===== config.mk =====
export PLATFORM = sky130hd
export DESIGN_NAME = wburst_term
export DESIGN_NICKNAME = d
export VERILOG_FILES = /design/src/rtl/wbt_pkg.sv /design/src/rtl/wbt_cfg.sv /design/src/rtl/wbt_seq.sv /design/src/rtl/wbt_drive.sv /design/src/rtl/wburst_term.sv
export SDC_FILE = /design/constraint.sdc
export NUM_CORES = 1
export LEC_CHECK = 0
export BUFFER_PORTS_ARGS = -buffer_cell sky130_fd_sc_hd__buf_2
export CAP_MARGIN = 20
export CORE_ASPECT_RATIO = 0.8
export CORE_MARGIN = 2
export CORE_UTILIZATION = 35
export DETAILED_ROUTE_END_ITERATION = 10
export HOLD_SLACK_MARGIN = 0.08
export SETUP_SLACK_MARGIN = 0.3
export SLEW_MARGIN = 30
export SYNTH_ARGS = -nofsm -noshare
export SYNTH_HDL_FRONTEND = slang
export SYNTH_HIERARCHICAL = 1
export SYNTH_SLANG_ARGS = --single-unit

===== constraint.sdc =====
create_clock -name clk -period 2.4 [get_ports clk]
set_input_delay 0.6 -clock clk [delete_from_list [all_inputs] [get_ports clk]]
set_output_delay 0.6 -clock clk [all_outputs]
set_load 0.01 [all_outputs]

===== src/rtl/wbt_pkg.sv =====
package wbt_pkg;

    localparam int CNT_W  = 6;
    localparam int BEAT_W = 3;

    typedef enum logic [3:0] {
        CMD_NOP = 4'b0111,
        CMD_ACT = 4'b0011,
        CMD_RD  = 4'b0101,
        CMD_WR  = 4'b0100,
        CMD_PRE = 4'b0010
    } cmd_e;

    typedef enum logic [2:0] {
        ST_IDLE,
        ST_WR,
        ST_GAP,
        ST_TRP,
        ST_RD
    } state_e;

    typedef enum logic [2:0] {
        SRC_NONE,
        SRC_WCOL,
        SRC_ICOL,
        SRC_PRE,
        SRC_ROW
    } src_e;

    typedef struct packed {
        logic [CNT_W-1:0] wlen;
        logic [CNT_W-1:0] rlen;
        logic [CNT_W-1:0] cl;
        logic [CNT_W-1:0] m;
        logic             mask;
    } cfg_t;

    typedef struct packed {
        cmd_e              cmd;
        src_e              src;
        logic              oe;
        logic              dqm;
        logic [BEAT_W-1:0] beat;
        logic              rvld;
    } step_t;

    localparam logic [CNT_W-1:0] CNT_ONE = {{(CNT_W-1){1'b0}}, 1'b1};

    function automatic logic [CNT_W-1:0] len_of(input logic [1:0] code);
        logic [CNT_W-1:0] v;
        v = '0;
        v[code] = 1'b1;
        return v;
    endfunction

    function automatic logic [CNT_W-1:0] floor_one(input logic [CNT_W-1:0] v);
        return (v == '0) ? CNT_ONE : v;
    endfunction

    function automatic logic kind_is_read(input logic [1:0] k);
        return k == 2'd0;
    endfunction

    function automatic logic kind_is_all(input logic [1:0] k);
        return k[1];
    endfunction

endpackage


===== src/rtl/wbt_cfg.sv =====
module wbt_cfg
    import wbt_pkg::*;
#(
    parameter int TWR_W = 4
) (
    input  logic             clk,
    input  logic             rst,
    input  logic             load,
    input  logic [1:0]       bl_code,
    input  logic             brsw,
    input  logic [1:0]       cas_lat,
    input  logic [TWR_W-1:0] twr,
    output cfg_t             cfg
);

    cfg_t nxt;

    always_comb begin
        nxt.rlen = len_of(bl_code);
        nxt.wlen = brsw ? CNT_ONE : nxt.rlen;
        nxt.cl   = floor_one(CNT_W'(cas_lat));
        nxt.m    = floor_one(CNT_W'(twr));
        nxt.mask = nxt.wlen > CNT_W'(2);
    end

    always_ff @(posedge clk) begin
        if (rst) begin
            cfg <= '0;
        end else if (load) begin
            cfg <= nxt;
        end
    end

endmodule


===== src/rtl/wbt_seq.sv =====
module wbt_seq
    import wbt_pkg::*;
#(
    parameter int TRP_CYC = 2
) (
    input  logic       clk,
    input  logic       rst,
    input  logic       wr_req,
    input  logic       int_req,
    input  logic [1:0] int_kind,
    input  cfg_t       cfg,
    output step_t      step_nxt,
    output logic       acc_wr,
    output logic       acc_int,
    output logic       ready
);

    localparam logic [CNT_W-1:0] TRP_L = CNT_W'(TRP_CYC);

    state_e           st, st_n;
    logic [CNT_W-1:0] cnt, cnt_n, cnt_p1;

    assign cnt_p1 = cnt + CNT_ONE;
    assign ready  = (st == ST_IDLE);

    always_comb begin
        step_nxt = '{cmd: CMD_NOP, src: SRC_NONE, oe: 1'b0, dqm: 1'b0,
                     beat: '0, rvld: 1'b0};
        st_n    = st;
        cnt_n   = cnt;
        acc_wr  = 1'b0;
        acc_int = 1'b0;
        unique case (st)
            ST_IDLE: begin
                if (wr_req) begin
                    acc_wr       = 1'b1;
                    step_nxt.cmd = CMD_WR;
                    step_nxt.src = SRC_WCOL;
                    step_nxt.oe  = 1'b1;
                    st_n         = ST_WR;
                    cnt_n        = '0;
                end
            end
            ST_WR: begin
                if (int_req) begin
                    acc_int = 1'b1;
                    if (kind_is_read(int_kind)) begin
                        step_nxt.cmd = CMD_RD;
                        step_nxt.src = SRC_ICOL;
                        st_n         = ST_RD;
                        cnt_n        = '0;
                    end else if (cfg.m == CNT_ONE) begin
                        step_nxt.cmd = CMD_PRE;
                        step_nxt.src = SRC_PRE;
                        step_nxt.dqm = cfg.mask;
                        st_n         = ST_TRP;
                        cnt_n        = '0;
                    end else begin
                        step_nxt.dqm = cfg.mask;
                        st_n         = ST_GAP;
                        cnt_n        = CNT_ONE;
                    end
                end else if (cnt_p1 == cfg.wlen) begin
                    st_n = ST_IDLE;
                end else begin
                    step_nxt.oe   = 1'b1;
                    step_nxt.beat = cnt_p1[BEAT_W-1:0];
                    cnt_n         = cnt_p1;
                end
            end
            ST_GAP: begin
                step_nxt.dqm = cfg.mask;
                if (cnt_p1 == cfg.m) begin
                    step_nxt.cmd = CMD_PRE;
                    step_nxt.src = SRC_PRE;
                    st_n         = ST_TRP;
                    cnt_n        = '0;
                end else begin
                    cnt_n = cnt_p1;
                end
            end
            ST_TRP: begin
                if (cnt_p1 == TRP_L) begin
                    step_nxt.cmd = CMD_ACT;
                    step_nxt.src = SRC_ROW;
                    st_n         = ST_IDLE;
                end else begin
                    cnt_n = cnt_p1;
                end
            end
            ST_RD: begin
                if (cnt_p1 == cfg.cl + cfg.rlen) begin
                    st_n = ST_IDLE;
                end else begin
                    step_nxt.rvld = (cnt_p1 >= cfg.cl);
                    cnt_n         = cnt_p1;
                end
            end
            default: st_n = ST_IDLE;
        endcase
    end

    always_ff @(posedge clk) begin
        if (rst) begin
            st  <= ST_IDLE;
            cnt <= '0;
        end else begin
            st  <= st_n;
            cnt <= cnt_n;
        end
    end

endmodule


===== src/rtl/wbt_drive.sv =====
module wbt_drive
    import wbt_pkg::*;
#(
    parameter int COL_W  = 8,
    parameter int ROW_W  = 11,
    parameter int BANK_W = 2,
    parameter int ADDR_W = 11,
    parameter int AP_BIT = 10
) (
    input  logic              clk,
    input  logic              rst,
    input  step_t             step_nxt,
    input  logic              acc_int,
    input  logic [COL_W-1:0]  wr_col,
    input  logic [BANK_W-1:0] wr_bank,
    input  logic [COL_W-1:0]  int_col,
    input  logic [BANK_W-1:0] int_bank,
    input  logic [1:0]        int_kind,
    input  logic [ROW_W-1:0]  act_row,
    output logic              cs_n,
    output logic              ras_n,
    output logic              cas_n,
    output logic              we_n,
    output logic [BANK_W-1:0] ba,
    output logic [ADDR_W-1:0] addr,
    output logic              dq_oe,
    output logic              dqm,
    output logic [BEAT_W-1:0] beat,
    output logic              rd_valid
);

    logic [BANK_W-1:0] l_bank;
    logic              l_all;
    logic [ROW_W-1:0]  l_row;
    logic [ADDR_W-1:0] a_n;
    logic [BANK_W-1:0] b_n;

    always_ff @(posedge clk) begin
        if (rst) begin
            l_bank <= '0;
            l_all  <= 1'b0;
            l_row  <= '0;
        end else if (acc_int) begin
            l_bank <= int_bank;
            l_all  <= kind_is_all(int_kind);
            l_row  <= act_row;
        end
    end

    always_comb begin
        a_n = '0;
        b_n = '0;
        unique case (step_nxt.src)
            SRC_WCOL: begin
                a_n = ADDR_W'(wr_col);
                b_n = wr_bank;
            end
            SRC_ICOL: begin
                a_n = ADDR_W'(int_col);
                b_n = int_bank;
            end
            SRC_PRE: begin
                b_n         = acc_int ? int_bank : l_bank;
                a_n[AP_BIT] = acc_int ? kind_is_all(int_kind) : l_all;
            end
            SRC_ROW: begin
                a_n = ADDR_W'(l_row);
                b_n = l_bank;
            end
            default: begin
                a_n = '0;
                b_n = '0;
            end
        endcase
    end

    always_ff @(posedge clk) begin
        if (rst) begin
            {cs_n, ras_n, cas_n, we_n} <= CMD_NOP;
            ba       <= '0;
            addr     <= '0;
            dq_oe    <= 1'b0;
            dqm      <= 1'b0;
            beat     <= '0;
            rd_valid <= 1'b0;
        end else begin
            {cs_n, ras_n, cas_n, we_n} <= step_nxt.cmd;
            ba       <= b_n;
            addr     <= a_n;
            dq_oe    <= step_nxt.oe;
            dqm      <= step_nxt.dqm;
            beat     <= step_nxt.beat;
            rd_valid <= step_nxt.rvld;
        end
    end

endmodule


===== src/rtl/wburst_term.sv =====
module wburst_term
    import wbt_pkg::*;
#(
    parameter int COL_W   = 8,
    parameter int ROW_W   = 11,
    parameter int BANK_W  = 2,
    parameter int ADDR_W  = 11,
    parameter int AP_BIT  = 10,
    parameter int TWR_W   = 4,
    parameter int TRP_CYC = 2
) (
    input  logic              clk,
    input  logic              rst,
    input  logic              wr_req,
    input  logic [COL_W-1:0]  wr_col,
    input  logic [BANK_W-1:0] wr_bank,
    input  logic              int_req,
    input  logic [1:0]        int_kind,
    input  logic [COL_W-1:0]  int_col,
    input  logic [BANK_W-1:0] int_bank,
    input  logic [ROW_W-1:0]  act_row,
    input  logic [1:0]        bl_code,
    input  logic              brsw,
    input  logic [1:0]        cas_lat,
    input  logic [TWR_W-1:0]  twr,
    output logic              ready,
    output logic              cs_n,
    output logic              ras_n,
    output logic              cas_n,
    output logic              we_n,
    output logic [BANK_W-1:0] ba,
    output logic [ADDR_W-1:0] addr,
    output logic              dq_oe,
    output logic              dqm,
    output logic [2:0]        wr_beat,
    output logic              rd_valid
);

    cfg_t  cfg;
    step_t step_nxt;
    logic  acc_wr, acc_int;

    wbt_cfg #(.TWR_W(TWR_W)) cfg_i (
        .clk(clk), .rst(rst), .load(acc_wr),
        .bl_code(bl_code), .brsw(brsw), .cas_lat(cas_lat), .twr(twr),
        .cfg(cfg)
    );

    wbt_seq #(.TRP_CYC(TRP_CYC)) seq_i (
        .clk(clk), .rst(rst), .wr_req(wr_req), .int_req(int_req),
        .int_kind(int_kind), .cfg(cfg), .step_nxt(step_nxt),
        .acc_wr(acc_wr), .acc_int(acc_int), .ready(ready)
    );

    wbt_drive #(
        .COL_W(COL_W), .ROW_W(ROW_W), .BANK_W(BANK_W),
        .ADDR_W(ADDR_W), .AP_BIT(AP_BIT)
    ) drive_i (
        .clk(clk), .rst(rst), .step_nxt(step_nxt), .acc_int(acc_int),
        .wr_col(wr_col), .wr_bank(wr_bank), .int_col(int_col),
        .int_bank(int_bank), .int_kind(int_kind), .act_row(act_row),
        .cs_n(cs_n), .ras_n(ras_n), .cas_n(cas_n), .we_n(we_n),
        .ba(ba), .addr(addr), .dq_oe(dq_oe), .dqm(dqm),
        .beat(wr_beat), .rd_valid(rd_valid)
    );

endmodule


==> results.sh <==
export IMPL_status="finished, violations left"
export IMPL_violations="setup timing"
export IMPL_post_drt_via_cell_ratio=4.82
export IMPL_critPathSlowestCell="a221o_1"
export IMPL_yosys_most_used_dff="dfxtp_1"
export IMPL_synth_cell_types=60
export IMPL_syn_area_mm2=0.00365
export IMPL_routed_wl_mm=9.97
export IMPL_die_x_um=118
export IMPL_clk_path_buf_depth=2
export IMPL_power_uw=3540
export IMPL_post_drt_wl_per_cell_um=14.9
export IMPL_fmax_ghz=0.392
export IMPL_grt_pass1_wl_mm=15.7
export IMPL_fin_setup_tns_ps=-814
export IMPL_seqCellArea_mm2=0.00124
export IMPL_hpwl_mm=6.98
export IMPL_final_hold_violation_count=0
export IMPL_synth_top_area_share_pct=33.4
export IMPL_clock_skew_ps=6.17
export IMPL_drt_initial_drc_count=144
export IMPL_crit_reg2reg_launch="seq_i/cnt[0]"
export IMPL_worstSetupEndpointType="flip-flop"
export IMPL_core_rowCount=33
export IMPL_core_area_mm2=0.0102
export IMPL_clk_pin_slew_worst_paths_ps=60
export IMPL_antenna_cells=0
export IMPL_syn_area_per_cell_um2=9.20
export IMPL_grtUsageTotal_pct=17.6
export IMPL_drc=0
export IMPL_fp_dieArea_mm2=0.0113
export IMPL_start_util_pct=35.8
export IMPL_setup_viol=15
export IMPL_worstPathArrival_ps=2780
export IMPL_fin_crit_ps=2550
export IMPL_hp_class="flip-flop to flip-flop"
export IMPL_post_route_util_pct=52.4
export IMPL_n_fill_cell=940
export IMPL_crit_path_cell_trace="buf_6, ha_4, buf_4, buf_6, xnor2_2, nor2_1, nand4_1, nor2_1, a221o_1, or2_4, o41ai_2"
export IMPL_min_to="drive_i/addr[1]"
export IMPL_ys_top_cells_by_area="dfxtp_1 (33%), mux2i_1 (4.9%), ha_1 (4.5%)"
export IMPL_synth_seq_cells=61
export IMPL_crit_type="flip-flop to flip-flop"
export IMPL_r2r_end="seq_i/cnt[5]"
export IMPL_dp_slack_ps=-223
export IMPL_area_growth_pct=46.3
export IMPL_path_depth=11
export IMPL_min_from="drive_i/l_row[1]"
export IMPL_vdd_drop_max_v=0.000328
export IMPL_synthCells=397
export IMPL_cts_buffers=9
export IMPL_p_leak_uw=0.00234
export IMPL_synth_edff_count=0
export IMPL_grt_ovfl_total=0
export IMPL_required_ps=2630
export IMPL_crit_family="compound AO/OA/AOI/OAI gates"
export IMPL_fin_ws_ps=-149
export IMPL_finalMaxSlewViolations=0
export IMPL_clock_sinks=61
export IMPL_grt_setup_unrepaired="true"
export IMPL_htreeDepth=3
export IMPL_grt_max_degree=28
export IMPL_first_global_vias=3144
export IMPL_antenna_found_initial=0
export IMPL_vias=3234
export IMPL_maxCapViolCount=0
export IMPL_reg2reg_slack_ps=-150
export IMPL_ctsHoldBuffers=0
export IMPL_insertion_delay_ps=320
export IMPL_crit_buf_inv=3
export IMPL_synth_most_common_cell="dfxtp_1"
export IMPL_reg2reg_depth=11
export IMPL_slowest_delay_ps=410
export IMPL_multiInputGateArea_mm2=0.00251
export IMPL_yosysWarnings=6
export IMPL_ys_async_sr_fraction_pct=0
export IMPL_synth_top_area_cell="dfxtp_1"
export IMPL_cts_tree="yes"
export IMPL_dieHeight_um=95.4
export IMPL_worst_path_max_fanout=6
export IMPL_finalWeightedCongestion=0.843
export IMPL_cts_root_buf="clkbuf_16"
export IMPL_synth_seq_area_share_pct=33.4
export IMPL_p_per_area_mw_per_mm2=662
export IMPL_cp_start_kind="flip-flop"
export IMPL_drive_gt1_share_pct=43.3
export IMPL_port_buffers=69
export IMPL_post_route_period_util_pct=106
export IMPL_dr_pass1_iters=5
export IMPL_synth_common_cells="dfxtp_1 (61), nor2_1 (37), a21oi_1 (27), inv_1 (19), nand3b_1 (19)"
export IMPL_whs_path_depth=2
export IMPL_nets=586
export IMPL_io_pins=70
export IMPL_final_antenna_net_count=0
cell type report:
class	instances	share of cell area [%]
multi-input combinational	292	47.0
sequential	61	23.1
timing repair buffer	143	18.9
clock buffer	10	4.68
tap	140	3.28
clock inverter	6	1.71
inverter	19	1.33
cells in the final DEF, fill, tap and decap left out, types with 5 or more instances in the layout:
cell       count
dfxtp_1       55
buf_2         69
a21oi_2        6
and3_4         6
and2_1         5
a21oi_1       20
conb_1        11
nor2b_1       10
buf_4         60
nor2_1        34
nand3b_1      19
inv_1         18
nand3_1        6
nand2_1       12
a21o_1        14
ha_1          10
xnor3_1        7
xnor2_1        9
mux2i_1       18
nand2b_1      11
clkbuf_16     10
buf_6          9
how the worst max path moves through the flow:
stage	start	end
2_1_floorplan	seq_i/cnt[0]	seq_i/cnt[5]
3_3_place_gp	int_req	drive_i/addr[6]
3_5_place_dp	int_req	drive_i/addr[5]
4_1_cts	seq_i/cnt[0]	drive_i/ba[1]
5_1_grt	seq_i/cnt[0]	drive_i/ba[1]
6_report	seq_i/cnt[0]	seq_i/cnt[5]
stage by stage:
stage          hold slack (ps)  cell area, um2  instances
2_1_floorplan              436            3780        406
3_3_place_gp               449            4460        635
3_5_place_dp               449            4460        635
4_1_cts                    457            5180        666
5_1_grt                    475            5340        671
6_report                   460            5340        671
per-layer routing:
metal | vias to the layer above | track usage, % | wire (um) | share of wire [%]
met3 | 13 | 3.17 | 380 | 3.8
met5 | - | 0 | 0 | 0
met4 | 0 | 5.02 | 135 | 1.4
met1 | 1527 | 25.2 | 4990 | 50
met2 | 68 | 27.2 | 4470 | 45
li1 | 1626 | - | - | -
where the power goes:
part | internal, uW | switching, uW | total (uW)
clock network | 976 | 472 | 1450
logic | 487 | 475 | 961
registers | 1080 | 49.3 | 1130
logic make-up (layout without fill, tap and decap cells):
logic type / Yosys count / in the layout / share of synthesized area, %
AND/OR/NAND/NOR: 148 / 148 / 23.2
other: 2 / 11 / 0.206
flip-flops: 61 / 61 / 33.4
multiplexers: 20 / 20 / 5.75
adder cells (fa/ha/maj): 14 / 14 / 5.00
buffers and inverters: 53 / 178 / 8.49
AO/OA/AOI/OAI: 73 / 73 / 14.1
XOR/XNOR: 26 / 26 / 9.90
worst reg2reg max path, delay by kind of cell, from the launching register on:
kind                     cells  cell delay [ps]
buffers and inverters        3              390
adder cells (fa/ha/maj)      1              250
AO/OA/AOI/OAI                2              710
flip-flops                   1              370
XOR/XNOR                     1              130
AND/OR/NAND/NOR              4              630
what timing repair did:
| action | CTS | global route |
|---|---|---|
| endpoints found under the setup margin | 28 | 28 |
| setup buffers | 14 | 5 |
| pin swaps | 17 | 20 |
| resized for setup | 40 | 29 |
| hold endpoints to repair | 0 | 0 |
| gates cloned | 1 | 0 |
state kept, by name, summed over array words and instances (netlist names), 2 cells and up:
signal and cells:
seq_i/cnt 6, cfg_i/cfg 15, drive_i/l_row 11, drive_i/l_bank 2, drive_i/addr 11, drive_i/ba 2
drive_i/beat 3, seq_i/st 3
No activity file was read; power rests on OpenSTA's default activity.
